File: src/rtl/clksel_pkg.sv
package clksel_pkg;

    localparam int CTRL_W  = 6;
    localparam int F_SEL   = 0;
    localparam int F_SYSW  = 1;
    localparam int F_COREW = 2;
    localparam int F_PLLW  = 3;
    localparam int F_AUTO  = 4;
    localparam int F_PLLON = 5;

    typedef enum logic {
        SRC_OSC = 1'b0,
        SRC_PLL = 1'b1
    } src_e;

    // packed MSB first: pll_sel lands on bit 0
    typedef struct packed {
        logic pll_on;
        logic auto_bw;
        logic pll_stop_w;
        logic core_stop_w;
        logic sys_stop_w;
        logic pll_sel;
    } ctrl_t;

    typedef struct packed {
        logic sys_run;
        logic core_run;
        logic pll_pwr;
    } run_t;

    // hardware side effect of entering wait mode
    function automatic ctrl_t wait_entry_fix(ctrl_t c);
        ctrl_t r;
        r = c;
        if (c.pll_stop_w) r.pll_sel = 1'b0;
        return r;
    endfunction

    function automatic src_e pick_source(ctrl_t c, logic scm);
        return (scm || c.pll_sel) ? SRC_PLL : SRC_OSC;
    endfunction

endpackage

File: src/rtl/clksel_ctrl_reg.sv
module clksel_ctrl_reg
    import clksel_pkg::*;
(
    input  logic  clk,
    input  logic  rst,
    input  logic  wr_en,
    input  ctrl_t wr_word,
    input  logic  wait_req,
    input  logic  wait_rel,
    input  logic  pll_lock,
    output ctrl_t ctrl_q,
    output logic  in_wait,
    output logic  lock_warn
);

    ctrl_t ctrl_nxt;
    logic  enter;

    always_comb begin
        enter    = wait_req && !in_wait;
        ctrl_nxt = ctrl_q;
        if (wr_en) ctrl_nxt = wr_word;
        if (enter) ctrl_nxt = wait_entry_fix(ctrl_nxt);
    end

    always_ff @(posedge clk) begin
        if (rst) begin
            ctrl_q    <= '0;
            in_wait   <= 1'b0;
            lock_warn <= 1'b0;
        end else begin
            ctrl_q <= ctrl_nxt;
            if (enter)
                in_wait <= 1'b1;
            else if (wait_rel)
                in_wait <= 1'b0;
            if (wr_en && wr_word.pll_sel && !pll_lock)
                lock_warn <= 1'b1;
        end
    end

endmodule

File: src/rtl/clksel_gate.sv
module clksel_gate
    import clksel_pkg::*;
(
    input  ctrl_t ctrl,
    input  logic  in_wait,
    input  logic  scm,
    output src_e  src,
    output run_t  run,
    output logic  auto_bw_eff
);

    always_comb begin
        src          = pick_source(ctrl, scm);
        run.sys_run  = !(in_wait && ctrl.sys_stop_w);
        run.core_run = run.sys_run && !(in_wait && ctrl.core_stop_w);
        run.pll_pwr  = scm || (ctrl.pll_on && !(in_wait && ctrl.pll_stop_w));
        auto_bw_eff  = ctrl.auto_bw || ctrl.pll_stop_w;
    end

endmodule

File: src/rtl/clksel_busdiv.sv
module clksel_busdiv
    import clksel_pkg::*;
#(
    parameter int BUS_DIV = 2
) (
    input  logic clk,
    input  logic rst,
    input  src_e src,
    input  logic sys_run,
    output logic bus_en
);

    localparam int CW = (BUS_DIV < 2) ? 1 : $clog2(BUS_DIV);
    localparam logic [CW-1:0] LAST = CW'(BUS_DIV - 1);

    logic [CW-1:0] cnt;
    logic [CW-1:0] cnt_eff;
    logic [CW-1:0] cnt_nxt;
    src_e          src_q;

    always_comb begin
        cnt_eff = (src == src_q) ? cnt : '0;
        bus_en  = sys_run && (cnt_eff == LAST);
        if (!sys_run)
            cnt_nxt = cnt_eff;
        else if (cnt_eff == LAST)
            cnt_nxt = '0;
        else
            cnt_nxt = cnt_eff + 1'b1;
    end

    always_ff @(posedge clk) begin
        if (rst) begin
            cnt   <= '0;
            src_q <= SRC_OSC;
        end else begin
            cnt   <= cnt_nxt;
            src_q <= src;
        end
    end

endmodule

File: src/rtl/clksel_top.sv
module clksel_top
    import clksel_pkg::*;
#(
    parameter int BUS_DIV = 2
) (
    input  logic              clk,
    input  logic              rst,
    input  logic              wr_en,
    input  logic [CTRL_W-1:0] wr_data,
    input  logic              wait_req,
    input  logic              wait_rel,
    input  logic              pll_lock,
    input  logic              self_clk_mode,
    output logic [CTRL_W-1:0] ctrl_q,
    output logic              src_pll,
    output logic              sys_run_en,
    output logic              core_run_en,
    output logic              pll_pwr_en,
    output logic              bus_en,
    output logic              auto_bw_eff,
    output logic              lock_warn
);

    ctrl_t ctrl;
    logic  in_wait;
    src_e  src;
    run_t  run;

    clksel_ctrl_reg u_reg (
        .clk       (clk),
        .rst       (rst),
        .wr_en     (wr_en),
        .wr_word   (ctrl_t'(wr_data)),
        .wait_req  (wait_req),
        .wait_rel  (wait_rel),
        .pll_lock  (pll_lock),
        .ctrl_q    (ctrl),
        .in_wait   (in_wait),
        .lock_warn (lock_warn)
    );

    clksel_gate u_gate (
        .ctrl        (ctrl),
        .in_wait     (in_wait),
        .scm         (self_clk_mode),
        .src         (src),
        .run         (run),
        .auto_bw_eff (auto_bw_eff)
    );

    clksel_busdiv #(.BUS_DIV(BUS_DIV)) u_div (
        .clk     (clk),
        .rst     (rst),
        .src     (src),
        .sys_run (run.sys_run),
        .bus_en  (bus_en)
    );

    assign ctrl_q      = ctrl;
    assign src_pll     = (src == SRC_PLL);
    assign sys_run_en  = run.sys_run;
    assign core_run_en = run.core_run;
    assign pll_pwr_en  = run.pll_pwr;

endmodule

File: config.mk
export PLATFORM = sky130hd
export DESIGN_NAME = clksel_top
export DESIGN_NICKNAME = d
export VERILOG_FILES = /design/src/rtl/clksel_pkg.sv /design/src/rtl/clksel_ctrl_reg.sv /design/src/rtl/clksel_gate.sv /design/src/rtl/clksel_busdiv.sv /design/src/rtl/clksel_top.sv
export SDC_FILE = /design/constraint.sdc
export NUM_CORES = 1
export LEC_CHECK = 0
export BUFFER_PORTS_ARGS = -buffer_cell sky130_fd_sc_hd__buf_2
export CORE_AREA = 2 2 39 41
export CTS_BUF_LIST = sky130_fd_sc_hd__clkbuf_4 sky130_fd_sc_hd__clkbuf_8 sky130_fd_sc_hd__clkbuf_16
export DETAILED_ROUTE_END_ITERATION = 7
export DIE_AREA = 0 0 41 43
export HOLD_SLACK_MARGIN = 0.02
export MAX_ROUTING_LAYER = met4
export PLACE_DENSITY = 0.63
export SLEW_MARGIN = 10
export SYNTH_ARGS = -nofsm -noshare
export SYNTH_HDL_FRONTEND = slang
export SYNTH_SLANG_ARGS = --single-unit
File: constraint.sdc
create_clock -name clk -period 4.4 [get_ports clk]
set_clock_uncertainty 0.1 [all_clocks]
set_input_delay 0.44 -clock clk [delete_from_list [all_inputs] [get_ports clk]]
set_output_delay 0.44 -clock clk [all_outputs]
set_load 0.02 [all_outputs]
==> impl_metrics.ini <==
[global_route]
grt_pass1_vias = 324
antenna_found_initial = 0
overflow = 0
grt_usage = 0.122
grt_start_max_net_pins = 11
grt_pass1_wl_mm = 1.32

[finish]
final_nets = 84
fin_util = 0.417
drive_gt1_frac = 0.471
diodes = 0
area_delta_synth_final_pct = 36.0

[cts]
post_cts_buffers = 0
root_buffer = clkbuf_4
htreeDepth = 1
cts_sinks = 10
cts_tree = yes
insertion_delay_ns = 0.26
cts_resized = 0
cts.path.max_buffers = 2
clkSlewWorstSetupHoldPaths_ns = 0.06
cts_buffers = 3
hold_buffers = 0

[routing]
drt_iter0_markers = 4
vias_per_cell = 4.51
postRouteAntennaNets = 0
drc = 0
wire_per_inst_um = 11.0
first_pass_iters = 4
wl_um = 923
detailroute.via_count = 379

[logic_synthesis]
synth.distinct_cells = 19
synth-edff-count = 0
syn_area_um2 = 424
synthCells = 42
synth_area_per_cell_um2 = 10.1
ys.flop_type = dfxtp_1
ys_seq_elements = 10
synth_nets = 56
yosysSeqAreaShare = 0.472
synthArstFlopShare = 0
synth_warnings = 0

[die]
design.die.area_um2 = 1760
pin_count = 26
coreArea_um2 = 1380
die_w_um = 41
rows = 14
initial_core_util = 0.307
die_h_um = 43

[timing]
worst_slack_ns = 2.41
setup_viol = 0
fmax_ghz = 0.502
drv_slew = 0
slew-limit-headroom = 0.882
worst_pin_slew_ns = 0.172
rsz0062_at_grt = no
post-route-min-period_ns = 1.99
hold_viol = 0
fin_tns_setup_ns = 0
finalCritPeriodShare = 0.452

[power]
ir_drop_v = 0.0000891
leakage_nw = 0.293
powerDensity_nw_per_um2 = 349

[worst_setup_path]
cp_max_fo = 5
crit_path_start_kind = flop
setup.worst_path.end_class = output port
worstSetupPathType = flop to output port
cp.required_ns = 3.86
cp.arrival_ns = 1.45

[placed_design]
post-place-ws_ns = 2.48
dp.final_hpwl_um = 696
portBuffers = 25
gp_congestion = 0.696

[hold_path]
min_path_type = primary input to flop

[run_status]
run_status = complete, no violations

[run]
cap_viol_max_count = 0
-- cell type report --
type / count / area (um^2)
multi-input cells: 28 / 201
repair buffers: 25 / 125
clock buffers: 3 / 22.5
well taps: 16 / 20.0
flip-flops and latches: 10 / 200
fillers: 157 / 807
inverters: 2 / 7.51
-- cells in the mapped netlist, types with 2 or more instances --
library cell   n  share of area
nand2_1        2          0.018
inv_1          2          0.018
nor2_1         5          0.044
dfxtp_1       10           0.47
nor2b_1        3          0.044
o21ai_0        2          0.024
mux2i_1        5           0.12
or2_2          2          0.029
-- final timing paths --
| kind | startpoint | endpoint | slack (ns) | cells past startpoint |
|---|---|---|---|---|
| hold reg to reg | u_reg.lock_warn | u_reg.lock_warn | 0.34 | 2 |
| setup reg to reg | u_reg.ctrl_q[0] | u_div.cnt | 2.95 | 4 |
| hold / removal | wait_rel | u_reg.in_wait | 0.28 | 2 |
| setup / recovery | u_reg.ctrl_q[0] | bus_en | 2.41 | 4 |
-- metal layers --
layer  GRT usage  vias to the layer above  routed length (um)  part of all wire
met5           -                        -                   0                 0
met4       0.120                        0                  34             0.037
met3      0.0314                        4                  53             0.057
met2       0.175                       14                 433              0.47
met1       0.124                      164                 402              0.44
li1            -                      197                   -                 -
-- worst max-delay path: stages, from the launching register on --
cell and delay [ns]:
dfxtp_1 0.33, or3_1 0.34, a21boi_0 0.19, ha_1 0.17
buf_2 0.15
-- where the power goes --
group	internal [W]	leakage [nW]	total, W	switching [W]
Combinational	0.0000176	0.196	0.0000393	0.0000218
Sequential	0.0000966	0.0829	0.000101	0.00000416
Clock	0.0000315	0.0138	0.0000613	0.0000298
Total	0.000146	0.293	0.000201	0.0000557
-- per-stage QoR --
stage	std cells	hold slack [ns]	total power (W)	area, um^2
floorplan	42	0.395	0.000128	424
global placement	81	0.333	0.000142	554
detailed placement	81	0.335	0.000142	554
CTS	84	0.268	0.000205	577
global route	84	0.273	0.000213	577
finish	84	0.280	0.000201	577
-- state kept, by name, indices dropped and copies added (netlist names) --
| signal | flops |
|---|---|
| u_reg.lock_warn | 1 |
| u_reg.ctrl_q | 6 |
| u_div.cnt | 1 |
| u_reg.in_wait | 1 |
| u_div.src_q | 1 |
-- logic make-up after synthesis --
family                     after synthesis  share of synthesized area
buffers and inverters                    4                     0.0531
muxes                                    6                      0.153
AOI/OAI and AO/OA                        7                      0.124
DFF                                     10                      0.472
and+or+nand+nor                         14                      0.168
adders and majority gates                1                     0.0295
-- placed cells by master, fill, tap and decap left out --
cell / Yosys / final
inv_1: 2 / 2
mux2i_1: 5 / 5
a21oi_1: 1 / 1
or3_1: 1 / 1
nand3b_1: 1 / 1
nand2_1: 2 / 2
ha_1: 1 / 1
a21boi_0: 1 / 1
dfxtp_1: 10 / 10
a21o_1: 1 / 1
or2_2: 2 / 2
o21ai_0: 2 / 2
a211oi_1: 1 / 1
nor2_1: 5 / 5
clkbuf_4: 0 / 3
buf_2: 0 / 25
a311oi_2: 1 / 1
nor2b_1: 3 / 3
mux2_4: 1 / 1
Note: power is estimated with default switching activity, not from simulation.
